===== src/rtl/smem_pkg.sv =====
package smem_pkg;

  localparam int FIELD_W = 4;
  localparam int CNT_W   = FIELD_W + 1;

  typedef struct packed {
    logic [FIELD_W-1:0] spare;
    logic [FIELD_W-1:0] rdIdle;
    logic [FIELD_W-1:0] rdAccess;
    logic [FIELD_W-1:0] rdSetup;
    logic [FIELD_W-1:0] wrIdle;
    logic [FIELD_W-1:0] wrTotal;
    logic [FIELD_W-1:0] wrStrobe;
    logic [FIELD_W-1:0] wrSetup;
  } timing_t;

  localparam timing_t TIMING_RESET = '{
    spare:    4'h0,
    rdIdle:   4'hF,
    rdAccess: 4'hF,
    rdSetup:  4'h0,
    wrIdle:   4'h0,
    wrTotal:  4'hF,
    wrStrobe: 4'h5,
    wrSetup:  4'h5
  };

  typedef enum logic [1:0] {
    ST_READY,
    ST_ACCESS,
    ST_RECOVER
  } seq_state_t;

  typedef struct packed {
    logic load;
    logic csActive;
    logic oeActive;
    logic weWindow;
    logic capture;
    logic isWrite;
  } strobe_t;

  function automatic logic cfgBad(timing_t t, logic isWr);
    logic [CNT_W:0] totalCyc;
    logic [CNT_W:0] needCyc;
    logic bad;
    totalCyc = {2'b00, t.wrTotal} + 6'd1;
    needCyc  = {2'b00, t.wrSetup} + {2'b00, t.wrStrobe} + 6'd2;
    if (isWr) begin
      bad = (t.wrSetup == 4'hF) || (t.wrStrobe == 4'hF) ||
            (t.wrTotal < 4'd2) || (totalCyc < needCyc);
    end else begin
      bad = (t.rdSetup > t.rdAccess);
    end
    return bad;
  endfunction

endpackage


===== src/rtl/smem_ctrl.sv =====
module smem_ctrl
  import smem_pkg::*;
(
  input  logic    clk,
  input  logic    rstN,
  input  logic    start,
  input  logic    startWrite,
  input  timing_t timingIn,
  output logic    busy,
  output logic    done,
  output logic    cfgError,
  output strobe_t strb
);

  seq_state_t state;
  logic [CNT_W-1:0] cnt;
  timing_t cfgQ;
  logic wrQ;
  logic doneQ;
  logic errQ;

  logic accept;
  logic bad;
  logic [CNT_W-1:0] accessLast;
  logic [CNT_W-1:0] idleLast;
  logic [CNT_W-1:0] weStart;
  logic [CNT_W-1:0] weEnd;
  logic [CNT_W-1:0] oeStart;
  logic inAccess;

  assign accept = start && (state == ST_READY);
  assign bad    = cfgBad(timingIn, startWrite);

  assign accessLast = wrQ ? {1'b0, cfgQ.wrTotal} : {1'b0, cfgQ.rdAccess};
  assign idleLast   = wrQ ? {1'b0, cfgQ.wrIdle}  : {1'b0, cfgQ.rdIdle};
  assign weStart    = {1'b0, cfgQ.wrSetup} + 5'd1;
  assign weEnd      = weStart + {1'b0, cfgQ.wrStrobe} + 5'd1;
  assign oeStart    = {1'b0, cfgQ.rdSetup};

  always_ff @(posedge clk or negedge rstN) begin
    if (!rstN) begin
      state <= ST_READY;
      cnt   <= '0;
      cfgQ  <= TIMING_RESET;
      wrQ   <= 1'b0;
      doneQ <= 1'b0;
      errQ  <= 1'b0;
    end else begin
      doneQ <= 1'b0;
      errQ  <= 1'b0;
      case (state)
        ST_READY: begin
          if (accept) begin
            if (bad) begin
              errQ <= 1'b1;
            end else begin
              state <= ST_ACCESS;
              cnt   <= '0;
              cfgQ  <= timingIn;
              wrQ   <= startWrite;
            end
          end
        end
        ST_ACCESS: begin
          if (cnt == accessLast) begin
            state <= ST_RECOVER;
            cnt   <= '0;
          end else begin
            cnt <= cnt + 5'd1;
          end
        end
        ST_RECOVER: begin
          if (cnt == idleLast) begin
            state <= ST_READY;
            cnt   <= '0;
            doneQ <= 1'b1;
          end else begin
            cnt <= cnt + 5'd1;
          end
        end
        default: state <= ST_READY;
      endcase
    end
  end

  assign inAccess = (state == ST_ACCESS);

  always_comb begin
    strb.load     = accept && !bad;
    strb.csActive = inAccess;
    strb.oeActive = inAccess && !wrQ && (cnt >= oeStart);
    strb.weWindow = inAccess && wrQ && (cnt >= weStart) && (cnt < weEnd);
    strb.capture  = inAccess && !wrQ && (cnt == accessLast);
    strb.isWrite  = wrQ;
  end

  assign busy     = (state != ST_READY);
  assign done     = doneQ;
  assign cfgError = errQ;

endmodule


===== src/rtl/smem_dpath.sv =====
module smem_dpath
  import smem_pkg::*;
#(
  parameter int ADDR_W = 24,
  parameter int DATA_W = 16,
  localparam int MASK_W = DATA_W / 8
) (
  input  logic              clk,
  input  logic              rstN,
  input  strobe_t           strb,
  input  logic [ADDR_W-1:0] startAddr,
  input  logic [DATA_W-1:0] startWdata,
  input  logic [MASK_W-1:0] startMask,
  input  logic              weOffMode,
  input  logic              readMaskMode,
  input  logic [DATA_W-1:0] memRdata,
  output logic              memCsN,
  output logic              memOeN,
  output logic              memWeN,
  output logic [MASK_W-1:0] memMaskN,
  output logic [ADDR_W-1:0] memAddr,
  output logic [DATA_W-1:0] memWdata,
  output logic              memDriveEn,
  output logic              rdCapture,
  output logic [DATA_W-1:0] rdData
);

  logic [ADDR_W-1:0] addrQ;
  logic [DATA_W-1:0] wdataQ;
  logic [MASK_W-1:0] maskQ;
  logic              weOffQ;
  logic              rdMaskQ;
  logic [DATA_W-1:0] rdDataQ;

  always_ff @(posedge clk or negedge rstN) begin
    if (!rstN) begin
      addrQ   <= '0;
      wdataQ  <= '0;
      maskQ   <= '0;
      weOffQ  <= 1'b0;
      rdMaskQ <= 1'b0;
    end else if (strb.load) begin
      addrQ   <= startAddr;
      wdataQ  <= startWdata;
      maskQ   <= startMask;
      weOffQ  <= weOffMode;
      rdMaskQ <= readMaskMode;
    end
  end

  always_ff @(posedge clk or negedge rstN) begin
    if (!rstN) begin
      rdDataQ <= '0;
    end else if (strb.capture) begin
      rdDataQ <= memRdata;
    end
  end

  always_comb begin
    if (!strb.csActive) begin
      memMaskN = '1;
    end else if (strb.isWrite) begin
      if (weOffQ) begin
        memMaskN = strb.weWindow ? ~maskQ : '1;
      end else begin
        memMaskN = ~maskQ;
      end
    end else begin
      memMaskN = rdMaskQ ? ~maskQ : '0;
    end
  end

  assign memCsN     = !strb.csActive;
  assign memOeN     = !strb.oeActive;
  assign memWeN     = !(strb.weWindow && !weOffQ);
  assign memAddr    = addrQ;
  assign memWdata   = wdataQ;
  assign memDriveEn = strb.csActive && strb.isWrite;
  assign rdCapture  = strb.capture;
  assign rdData     = rdDataQ;

endmodule


===== src/rtl/smem_seq.sv =====
module smem_seq
  import smem_pkg::*;
#(
  parameter int ADDR_W = 24,
  parameter int DATA_W = 16,
  localparam int MASK_W = DATA_W / 8
) (
  input  logic              clk,
  input  logic              rstN,
  input  logic              start,
  input  logic              startWrite,
  input  logic [ADDR_W-1:0] startAddr,
  input  logic [DATA_W-1:0] startWdata,
  input  logic [MASK_W-1:0] startMask,
  input  logic [31:0]       timingCfg,
  input  logic              weOffMode,
  input  logic              readMaskMode,
  output logic              busy,
  output logic              done,
  output logic              cfgError,
  output logic              memCsN,
  output logic              memOeN,
  output logic              memWeN,
  output logic [MASK_W-1:0] memMaskN,
  output logic [ADDR_W-1:0] memAddr,
  output logic [DATA_W-1:0] memWdata,
  output logic              memDriveEn,
  input  logic [DATA_W-1:0] memRdata,
  output logic              rdCapture,
  output logic [DATA_W-1:0] rdData
);

  strobe_t strb;
  timing_t timingIn;

  assign timingIn = timing_t'(timingCfg);

  smem_ctrl u_ctrl (
    .clk        (clk),
    .rstN       (rstN),
    .start      (start),
    .startWrite (startWrite),
    .timingIn   (timingIn),
    .busy       (busy),
    .done       (done),
    .cfgError   (cfgError),
    .strb       (strb)
  );

  smem_dpath #(
    .ADDR_W (ADDR_W),
    .DATA_W (DATA_W)
  ) u_dpath (
    .clk          (clk),
    .rstN         (rstN),
    .strb         (strb),
    .startAddr    (startAddr),
    .startWdata   (startWdata),
    .startMask    (startMask),
    .weOffMode    (weOffMode),
    .readMaskMode (readMaskMode),
    .memRdata     (memRdata),
    .memCsN       (memCsN),
    .memOeN       (memOeN),
    .memWeN       (memWeN),
    .memMaskN     (memMaskN),
    .memAddr      (memAddr),
    .memWdata     (memWdata),
    .memDriveEn   (memDriveEn),
    .rdCapture    (rdCapture),
    .rdData       (rdData)
  );

endmodule


===== config.mk =====
export PLATFORM = sky130hd
export DESIGN_NAME = smem_seq
export DESIGN_NICKNAME = d
export VERILOG_FILES = /design/src/rtl/smem_pkg.sv /design/src/rtl/smem_ctrl.sv /design/src/rtl/smem_dpath.sv /design/src/rtl/smem_seq.sv
export SDC_FILE = /design/constraint.sdc
export NUM_CORES = 1
export LEC_CHECK = 0
export BUFFER_PORTS_ARGS = -buffer_cell sky130_fd_sc_hd__buf_2
export CAP_MARGIN = 20
export CELL_PAD_IN_SITES_DETAIL_PLACEMENT = 0
export CELL_PAD_IN_SITES_GLOBAL_PLACEMENT = 2
export CORE_UTILIZATION = 36
export DETAILED_ROUTE_END_ITERATION = 10
export GPL_TIMING_DRIVEN = 0
export PLACE_DENSITY_LB_ADDON = 0.08
export SLEW_MARGIN = 0
export SYNTH_ARGS = -nofsm -noshare
export SYNTH_HDL_FRONTEND = slang
export SYNTH_SLANG_ARGS = --single-unit

===== constraint.sdc =====
create_clock -name clk -period 4.8 [get_ports clk]
set_clock_uncertainty 0.2 [all_clocks]
set_input_delay 0.72 -clock clk [delete_from_list [all_inputs] [get_ports clk]]
set_output_delay 0.72 -clock clk [all_outputs]
set_load 0.005 [all_outputs]

==> results of run 1 <==
metal layers:
metal / routed length, microns / track usage [%] / vias up
met5: 0 / 0 / -
met4: 142 / 5.56 / 0
met3: 722 / 5.83 / 12
met2: 5370 / 26.7 / 92
met1: 5100 / 20.5 / 1724
li1: - / - / 1745
registers in the layout, summed over array words and instances (netlist names):
| name | count |
|---|---|
| u_ctrl.cfgError | 1 |
| u_ctrl.cfgQ | 28 |
| u_ctrl.cnt | 5 |
| u_ctrl.done | 1 |
| u_ctrl.state | 2 |
| u_ctrl.wrQ | 1 |
| u_dpath.maskQ | 2 |
| u_dpath.memAddr | 24 |
| u_dpath.memWdata | 16 |
| u_dpath.rdData | 16 |
| u_dpath.rdMaskQ | 1 |
| u_dpath.weOffQ | 1 |
cells in the final DEF, fill, tap and decap left out, types with 3 or more instances in the layout:
| master | count |
|---|---|
| nand2b_1 | 3 |
| inv_1 | 27 |
| buf_2 | 164 |
| nor2b_1 | 7 |
| dfrtp_1 | 82 |
| mux2_2 | 82 |
| a21o_1 | 3 |
| nand4_1 | 3 |
| nand2_1 | 3 |
| mux2_4 | 9 |
| nand3_1 | 8 |
| nor2_1 | 10 |
| xor2_1 | 6 |
| o31ai_1 | 3 |
| clkbuf_1 | 3 |
| o21ai_0 | 13 |
| xnor2_1 | 10 |
| ha_1 | 39 |
| clkbuf_16 | 9 |
| o21a_1 | 3 |
| a21oi_1 | 8 |
| o211ai_1 | 4 |
| and3_1 | 4 |
| mux2i_1 | 9 |
| dfstp_2 | 16 |
layout make-up:
class	instances	area, sq um	share of cell area, %
sequential	98	2470	38.3
multi-input combinational	256	2470	38.2
timing repair buffer	158	816	12.7
clock buffer	11	243	3.76
tap	180	225	3.49
inverter	27	101	1.57
buffer	13	86.3	1.34
clock inverter	5	37.5	0.582
how the worst max path moves through the flow:
| stage | to | slack (ns) | cells past startpoint |
|---|---|---|---|
| global route | memMaskN[1] | 0.33 | 11 |
| floorplan | u_ctrl.cfgQ[12] | 0.96 | 14 |
| global placement | u_dpath.memAddr[0] | 0.36 | 15 |
| finish | memMaskN[0] | 0.65 | 11 |
| detailed placement | u_ctrl.cfgQ[3] | 0.34 | 15 |
| CTS | memMaskN[0] | 0.59 | 11 |
power breakdown:
group | total (mW) | internal (mW) | switching (mW)
registers | 1.50 | 1.27 | 0.230
logic | 1.71 | 0.952 | 0.753
clock network | 0.689 | 0.369 | 0.320
kinds of logic (layout without fill, tap and decap cells):
kind of cell / after synthesis / count (layout) / synth area share, %
DFF: 98 / 98 / 48.2
buffers and inverters: 40 / 214 / 3.66
adders and majority gates: 41 / 41 / 10.3
AOI/OAI and AO/OA: 49 / 49 / 6.66
muxes: 101 / 101 / 22.8
xor gates and xnor gates: 16 / 16 / 2.73
and+or+nand+nor: 49 / 49 / 5.57
==> impl_metrics.py, run 1 <==
metrics = {
    "setup_path": {
        "timing.critical_path.buf_inv": 2,
        "crit_path_capture_type": "output pin",
        "crit_chain": "ha_1, inv_1, fa_1, ha_1, o21a_1, o21a_1, o21ai_0, nand2b_1, a221oi_1, a41oi_1, buf_2",
        "crit_path_max_fanout": 5,
        "timing.critical_path.required_ns": 3.88,
        "critPathLaunch": "u_ctrl.cfgQ[0]",
        "r2r.worst_path.cells": 7,
        "timing.critical_path.max_delay_family": "compound AO/OA/AOI/OAI gates",
        "worst_r2r_startpoint": "u_ctrl.cnt[2]",
        "cp.arrival_ns": 3.23,
        "cp_class": "reg -> out",
        "crit_path_start_kind": "flip-flop",
        "regToRegEndpoint": "u_dpath.rdData[14]",
        "cp_slowest_stage_delay_ns": 0.58,
        "timing.reg2reg.setup_slack_ns": 2.00,
        "critPathSlowestCell": "dfstp_2",
    },
    "synthesis": {
        "synth-seq-cells": 98,
        "synth_cell_type_count": 49,
        "ys_dominant_reg_cell": "dfrtp_1",
        "largest_area_contributor_in_the_netlist": "dfrtp_1",
        "synthesis.yosys.warnings": 0,
        "async_reset_ff_share_pct": 100,
        "synth_enable_flop_cells": 0,
        "synth_nets": 531,
        "synth.top_cells.by_area": "dfrtp_1 (40%), mux2_2 (18%), ha_1 (9.5%), dfstp_2 (8.2%), mux2_4 (2.6%)",
        "cell_area_after_technology_mapping_sq_um": 5130,
        "synth_area_per_cell_sq_um": 13.0,
        "gate_count_of_the_mapped_netlist": 394,
        "synth-seq-area-share_pct": 48.2,
        "synth_common_cells": "dfrtp_1 (82), mux2_2 (82), ha_1 (39), inv_1 (27), dfstp_2 (16)",
        "synth_top_area_share_pct": 40.0,
    },
    "timing": {
        "achievable-frequency_ghz": 0.241,
        "slew_headroom_pct": 53.2,
        "slew_viol_final": 0,
        "grt_setup_unrepaired": "false",
        "worst_pin_slew_ns": 0.702,
        "timing.final.ws_setup_ns": 0.647,
        "setup_total_negative_slack_ns": 0,
        "whs_ns": 0.196,
        "timing.final.crit_period_ns": 4.15,
        "report.final.setup_viol": 0,
        "report.final.hold_viol_count": 0,
        "finalCritPeriodShare_pct": 86.5,
    },
    "clock_network": {
        "post_cts_hold_buffer_count": 0,
        "htree_levels": 3,
        "post-cts-setup-buffer-count": 0,
        "cts.root.buffer_cell": "clkbuf_16",
        "clock_latency_ns": 0.35,
        "clock_sinks": 98,
        "clkTransAtPathRegs_ns": 0.07,
        "postCtsResizedCells": 0,
        "clk_path_buf_depth": 2,
        "clock_tree_from_tritoncts": "built",
        "numCtsBuffers": 9,
    },
    "outcome": {
        "run_status": "finished, final reports clean",
    },
    "die": {
        "dieHeight_microns": 121,
        "initial_utilization_pct": 36.9,
        "top_ports": 162,
        "die-area_sq_um": 14700,
        "std_cell_rows": 43,
        "core_area_sq_um": 13900,
        "die_width_microns": 121,
    },
    "final_layout": {
        "final_net_count": 700,
        "num_antenna_cells": 0,
        "flow.area_growth_from_synthesis_pct": 25.8,
        "finalInstanceArea_sq_um": 6450,
        "drive_above_1_share_pct": 52.6,
        "layout.cells.non_filler": 748,
        "nFillCells": 1297,
        "fin_util_pct": 46.4,
    },
    "grt": {
        "overflow": 0,
        "first_global_vias": 3699,
        "number_of_antenna_violations_at_the_first_check_in_global_routing": 1,
        "largest_net_degree_at_the_start_of_global_routing": 52,
        "grt_first_pass_wirelength_mm": 18.5,
        "grt_util_all_layers_pct": 16.6,
    },
    "power": {
        "peak_supply_drop_uv": 221,
        "leakage_nw": 3.13,
        "total_power_density_per_cell_area_nw_per_um2": 604,
        "power_mw": 3.89,
    },
    "placed_design": {
        "io_buffer_count": 157,
        "place_hpwl_mm": 8.67,
        "gp_congestion": 0.783,
        "postPlaceCellArea_sq_um": 6170,
        "pre_cts_ws_ns": 0.340,
        "dp.cells": 732,
    },
    "route": {
        "antenna_violating_nets_post_route": 0,
        "totalWireLength_mm": 11.3,
        "drt-vias-per-instance": 4.78,
        "dr_total_vias": 3573,
        "drcViolationCount": 0,
        "drt_first_iter_violations": 54,
        "detailedRoute.firstPassIterationCount": 4,
        "avgRoutedWirePerCell_microns": 15.1,
    },
    "flow_run": {
        "drv_cap": 0,
    },
    "hold_path": {
        "hp-class": "in -> async",
    },
}
Power figures use the tool's default switching activity.
==> inputs of run 2 (changes only) <==
--- a/config.mk
+++ b/config.mk
@@ -5,11 +5,12 @@
 export SDC_FILE = /design/constraint.sdc
 export NUM_CORES = 1
 export LEC_CHECK = 0
+export ABC_AREA = 1
 export BUFFER_PORTS_ARGS = -buffer_cell sky130_fd_sc_hd__buf_2
 export CAP_MARGIN = 20
 export CELL_PAD_IN_SITES_DETAIL_PLACEMENT = 0
 export CELL_PAD_IN_SITES_GLOBAL_PLACEMENT = 2
-export CORE_UTILIZATION = 36
+export CORE_UTILIZATION = 33
 export DETAILED_ROUTE_END_ITERATION = 10
 export GPL_TIMING_DRIVEN = 0
 export PLACE_DENSITY_LB_ADDON = 0.08
==> run 2 against run 1 <==
Against the previous run: highest routed layer unchanged; combinational power up 6%; clock power is 5.5% higher; largest power group unchanged; via count grew 27%; sequential share of layout area decreased by 2.9 points; critical path type unchanged.
==> impl_metrics.py, run 2 <==
metrics = {
    "synthesis": {
        "synth_common_cells": "nand2_1 (190), inv_1 (111), dfrtp_1 (82), o21ai_2 (70), ha_1 (39)",
        "async_reset_ff_share_pct": 100,
        "cell_area_after_technology_mapping_sq_um": 5600,
        "synth.top_cells.by_area": "dfrtp_1 (37%), nand2_1 (13%), o21ai_2 (11%), ha_1 (8.7%), dfstp_2 (7.5%)",
        "synth_cell_type_count": 30,
        "synthesis.yosys.warnings": 0,
        "largest_area_contributor_in_the_netlist": "dfrtp_1",
        "ys_dominant_reg_cell": "dfrtp_1",
        "synth_top_area_share_pct": 36.6,
        "yosysMostFrequentCell": "nand2_1",
        "synth-seq-cells": 98,
        "synth_area_per_cell_sq_um": 8.79,
        "synth_enable_flop_cells": 0,
        "gate_count_of_the_mapped_netlist": 637,
        "synth-seq-area-share_pct": 44.1,
        "synth_nets": 774,
    },
    "placed_design": {
        "place_hpwl_mm": 10.6,
        "gp_congestion": 0.766,
        "io_buffer_count": 157,
    },
    "final_layout": {
        "most-common-layout-cells": "nand2_1 (190), buf_2 (156), inv_1 (111), dfrtp_1 (82), o21ai_2 (70)",
        "fin_util_pct": 42.1,
        "final_net_count": 943,
        "num_antenna_cells": 0,
        "drive_above_1_share_pct": 36.1,
        "max_flop_register": "u_ctrl.cfgQ",
        "layout_commonest_cell": "nand2_1",
        "largest_reg_flops": 28,
        "flow.area_growth_from_synthesis_pct": 24.7,
    },
    "route": {
        "antenna_violating_nets_post_route": 0,
        "drcViolationCount": 0,
        "drt-vias-per-instance": 4.40,
        "drt_first_iter_violations": 151,
        "detailedRoute.firstPassIterationCount": 4,
        "dr_total_vias": 4541,
        "totalWireLength_mm": 13.8,
        "avgRoutedWirePerCell_microns": 13.4,
    },
    "hold_path": {
        "hp-class": "in -> async",
    },
    "flow_run": {
        "drv_cap": 0,
    },
    "setup_path": {
        "cp.arrival_ns": 3.37,
        "cp_common_cell": "ha_1",
        "timing.critical_path.required_ns": 3.88,
        "crit_path_max_fanout": 5,
        "cp_slowest_stage_delay_ns": 0.58,
        "crit_chain": "ha_1, xor2_1, ha_1, nand2_1, nor2_1, a211oi_1, xnor2_1, ha_1, a21oi_1, o21ai_0, nor2_1, nand3_1, or2_2, buf_2",
        "cp_class": "reg -> out",
        "r2r.worst_path.cells": 8,
        "crit_path_capture_type": "output pin",
        "worst_r2r_startpoint": "u_ctrl.state[1]",
        "crit_path_start_kind": "flip-flop",
        "critPathSlowestCell": "dfstp_2",
        "critPathLaunch": "u_ctrl.cfgQ[0]",
    },
    "timing": {
        "timing.final.crit_period_ns": 4.29,
        "setup_total_negative_slack_ns": 0,
        "worst_pin_slew_ns": 0.626,
        "finalCritPeriodShare_pct": 89.4,
        "report.final.setup_viol": 0,
        "achievable-frequency_ghz": 0.233,
        "report.final.hold_viol_count": 0,
        "slew_headroom_pct": 58.3,
        "grt_setup_unrepaired": "false",
        "slew_viol_final": 0,
    },
    "clock_network": {
        "clkTransAtPathRegs_ns": 0.08,
        "postCtsResizedCells": 0,
        "post-cts-setup-buffer-count": 0,
        "htree_levels": 3,
        "clock_sinks": 98,
        "clock_tree_from_tritoncts": "built",
        "clk_path_buf_depth": 2,
        "post_cts_hold_buffer_count": 0,
        "clock_latency_ns": 0.35,
        "cts.root.buffer_cell": "clkbuf_16",
        "numCtsBuffers": 9,
    },
    "grt": {
        "largest_net_degree_at_the_start_of_global_routing": 54,
        "number_of_antenna_violations_at_the_first_check_in_global_routing": 0,
        "grt_first_pass_wirelength_mm": 23.0,
        "grt_util_all_layers_pct": 16.8,
        "overflow": 0,
        "first_global_vias": 4517,
    },
    "power": {
        "total_power_density_per_cell_area_nw_per_um2": 573,
        "peak_supply_drop_uv": 207,
        "leakage_nw": 3.91,
    },
    "die": {
        "top_ports": 162,
        "initial_utilization_pct": 33.8,
        "core_area_sq_um": 16600,
        "die_width_microns": 132,
        "die-area_sq_um": 17500,
        "std_cell_rows": 47,
        "dieHeight_microns": 132,
    },
    "outcome": {
        "run_status": "finished, final reports clean",
    },
}
-- run 2: cell count changes after synthesis, moves of 6 or more --
cell,before,now
a21oi_1,8,14
buf_2,8,0
buf_6,1,17
inv_1,27,111
mux2_2,82,0
mux2_4,9,0
mux2i_1,9,0
nand2_1,3,190
nand3_1,8,24
nor2b_1,7,0
o21ai_2,0,70
xnor2_1,10,2
xor2_1,6,13
-- run 2: kinds of logic (layout without fill, tap and decap cells) --
kind of cell	Yosys count	in the layout	share of synthesized area (%)
AOI/OAI and AO/OA	103	103	14.2
DFF	98	98	44.1
buffers and inverters	134	308	11.7
xor gates and xnor gates	15	15	2.35
and+or+nand+nor	246	246	18.2
adders and majority gates	41	41	9.43
-- run 2: power by group --
group          switching [mW]  internal (mW)
sequential              0.226           1.24
combinational            1.01          0.803
clock                   0.361          0.366
total                    1.59           2.41
-- run 2: through the flow --
| step | setup slack (ns) | power, mW | hold slack [ns] | cells | area, sq um |
|---|---|---|---|---|---|
| after floorplan | 1.35 | 2.69 | 0.224 | 637 | 5600 |
| after global placement | 0.838 | 3.28 | 0.257 | 1014 | 6660 |
| after detailed placement | 0.859 | 3.32 | 0.261 | 1015 | 6690 |
| after CTS | 0.430 | 4.08 | 0.197 | 1031 | 6980 |
| after global routing | 0.178 | 4.39 | 0.228 | 1031 | 6980 |
| final | 0.508 | 4.00 | 0.171 | 1031 | 6980 |
-- run 2: path summary, 6_finish.rpt --
kind                                          end  slack [ns]
worst max-delay path                       memWeN        0.51
worst max register to register  u_dpath.rdData[7]        2.86
worst min register to register    u_ctrl.cfgQ[24]        0.27
worst min-delay path                u_ctrl.cnt[1]        0.17
min in group clk                  u_ctrl.cfgQ[24]        0.27
max in group asynchronous         u_ctrl.cfgQ[11]        3.50
-- run 2: area by class of cell --
class                           instances  area (sq um)
Clock buffer                            9           225
Buffer                                 19           219
Fill cell                            1737          9600
Clock inverter                          7          65.1
Timing Repair Buffer                  158           816
Tap cell                              220           275
Multi-Input combinational cell        405          2470
Sequential cell                        98          2470
Inverter                              115           437
-- run 2: metal layers --
layer  track usage [%]  wire length, microns
met1              21.6                  6390
met2              26.9                  6390
met3              4.58                   793
met4              6.51                   233
met5                 0                     0
-- run 2: critical path, delay by kind of cell, from the launching register on --
family,cells,cell delay [ns]
simple gates,5,0.73
buf+inv,1,0.14
xor+xnor,2,0.38
compound gates,3,0.43
fa+ha+maj,3,0.77
flops,1,0.58
==> inputs of run 3 (changes only) <==
--- a/config.mk
+++ b/config.mk
@@ -14,6 +14,7 @@
 export DETAILED_ROUTE_END_ITERATION = 10
 export GPL_TIMING_DRIVEN = 0
 export PLACE_DENSITY_LB_ADDON = 0.08
+export RECOVER_POWER = 100
 export SLEW_MARGIN = 0
 export SYNTH_ARGS = -nofsm -noshare
 export SYNTH_HDL_FRONTEND = slang
==> run 3 against run 2 <==
Against the previous run: the flow now finishes with violations (max-capacitance violations, max-slew violations); critical path depth unchanged; fmax is 1.2% lower; register-to-register slack got worse by 0.83 ns; largest cell class is now registers.
==> impl_metrics.py, run 3 (same netlist as run 2, synthesis figures left out) <==
metrics = {
    "timing": {
        "timing.final.crit_period_ns": 4.34,
        "slew_viol_final": 47,
        "slew_headroom_pct": -64.3,
        "achievable-frequency_ghz": 0.230,
        "report.final.hold_viol_count": 0,
        "report.final.setup_viol": 0,
        "grt_setup_unrepaired": "false",
        "finalCritPeriodShare_pct": 90.5,
        "worst_pin_slew_ns": 2.46,
        "setup_total_negative_slack_ns": 0,
    },
    "setup_path": {
        "timing.critical_path.buf_inv": 1,
        "timing.reg2reg.setup_slack_ns": 2.03,
        "timing.critical_path.depth": 14,
        "cp_common_cell": "ha_1",
        "timing.critical_path.max_delay_family": "adder cells",
        "crit_path_capture_type": "output pin",
        "crit_chain": "ha_1, xor2_1, ha_1, nand2_1, nor2_1, a211oi_1, xnor2_1, ha_1, a21oi_1, o21ai_0, nor2_1, nand3_1, or2_2, clkbuf_1",
        "crit_path_max_fanout": 5,
        "timing.critical_path.required_ns": 3.88,
        "cp.arrival_ns": 3.42,
        "critPathSlowestCell": "dfstp_1",
        "cp_class": "reg -> out",
        "crit_path_start_kind": "flip-flop",
        "r2r.worst_path.cells": 12,
        "cp_slowest_stage_delay_ns": 0.62,
    },
    "die": {
        "initial_utilization_pct": 33.8,
        "die_width_microns": 132,
        "top_ports": 162,
        "core_area_sq_um": 16600,
        "dieHeight_microns": 132,
        "std_cell_rows": 47,
        "die-area_sq_um": 17500,
    },
    "power": {
        "peak_supply_drop_uv": 187,
        "leakage_nw": 3.62,
        "power_mw": 3.76,
        "total_power_density_per_cell_area_nw_per_um2": 573,
    },
    "route": {
        "drt_first_iter_violations": 147,
        "antenna_violating_nets_post_route": 0,
        "totalWireLength_mm": 13.9,
        "dr_total_vias": 4522,
        "drt-vias-per-instance": 4.39,
        "drcViolationCount": 0,
        "detailedRoute.firstPassIterationCount": 4,
        "avgRoutedWirePerCell_microns": 13.4,
    },
    "grt": {
        "largest_net_degree_at_the_start_of_global_routing": 54,
        "grt_first_pass_wirelength_mm": 23.0,
        "overflow": 0,
        "grt_util_all_layers_pct": 16.8,
        "number_of_antenna_violations_at_the_first_check_in_global_routing": 0,
        "first_global_vias": 4517,
    },
    "final_layout": {
        "final-seq-area_sq_um": 2470,
        "nFillCells": 1832,
        "finalInstanceArea_sq_um": 6560,
        "max_flop_register": "u_ctrl.cfgQ",
        "flow.area_growth_from_synthesis_pct": 17.0,
        "most-common-layout-cells": "nand2_1 (191), buf_2 (119), inv_1 (112), dfrtp_1 (82), o21ai_0 (73)",
        "multi_input_comb_area_sq_um": 2210,
        "drive_above_1_share_pct": 21.7,
        "largest_reg_flops": 28,
        "final_net_count": 943,
        "layout_commonest_cell": "nand2_1",
        "num_antenna_cells": 0,
    },
    "clock_network": {
        "cts.root.buffer_cell": "clkbuf_16",
        "clock_latency_ns": 0.35,
        "clock_sinks": 98,
        "clk_path_buf_depth": 2,
        "postCtsResizedCells": 0,
        "htree_levels": 3,
        "numCtsBuffers": 9,
        "clkTransAtPathRegs_ns": 0.08,
        "post_cts_hold_buffer_count": 0,
        "post-cts-setup-buffer-count": 0,
        "clock_tree_from_tritoncts": "built",
    },
    "flow_run": {
        "drv_cap": 1,
    },
    "placed_design": {
        "gp_congestion": 0.766,
        "place_hpwl_mm": 10.6,
        "io_buffer_count": 157,
        "postPlaceCellArea_sq_um": 6690,
    },
    "outcome": {
        "run_status": "finished, violations left",
        "violations": "max-capacitance violations, max-slew violations",
    },
    "hold_path": {
        "hp-class": "reg -> reg",
        "whs_path_depth": 2,
    },
}
-- run 3: where the power goes --
part | total, mW | switching, mW | internal [mW]
Combinational | 1.56 | 0.911 | 0.651
Clock | 0.724 | 0.358 | 0.366
Sequential | 1.47 | 0.228 | 1.24
-- run 3: layer usage --
| layer | part of all wire (%) | track usage [%] | routed length (microns) |
|---|---|---|---|
| met1 | 47 | 21.6 | 6520 |
| met2 | 46 | 26.9 | 6320 |
| met3 | 5.6 | 4.58 | 774 |
| met4 | 1.7 | 6.51 | 235 |
| met5 | 0 | 0 | 0 |
-- run 3: cell type report --
cell class	count	share of cell area (%)
clock buffer	9	3.44
sequential	98	37.7
clock inverter	7	0.992
multi-input combinational	405	33.8
timing repair buffer	158	11.4
buffer	19	1.95
inverter	115	6.60
tap	220	4.20
-- run 3: worst paths after layout --
check,startpoint,to
worst max-delay path,u_ctrl.cfgQ[0],memWeN
worst min-delay path,u_dpath.rdData[14],u_dpath.rdData[14]
worst max register to register,u_ctrl.wrQ,u_dpath.rdData[8]
worst min register to register,u_dpath.rdData[14],u_dpath.rdData[14]
max in group asynchronous,rstN,u_dpath.memAddr[23]
min in group asynchronous,rstN,u_ctrl.cnt[1]
-- run 3: stage by stage --
step | cells | worst slack [ns] | util (%) | hold WS (ns)
4_1_cts | 1031 | 0.430 | 42.1 | 0.197
5_1_grt | 1031 | 0.124 | 39.5 | 0.295
6_report | 1031 | 0.457 | 39.5 | 0.280
2_1_floorplan | 637 | 1.35 | - | 0.224
3_5_place_dp | 1015 | 0.859 | 40.4 | 0.261
3_3_place_gp | 1014 | 0.838 | 40.2 | 0.257
-- run 3: tightest hold or removal path, stage by stage (launching register included) --
cell and delay (ns):
dfrtp_1 0.35, nand2_1 0.05, nand2_1 0.05
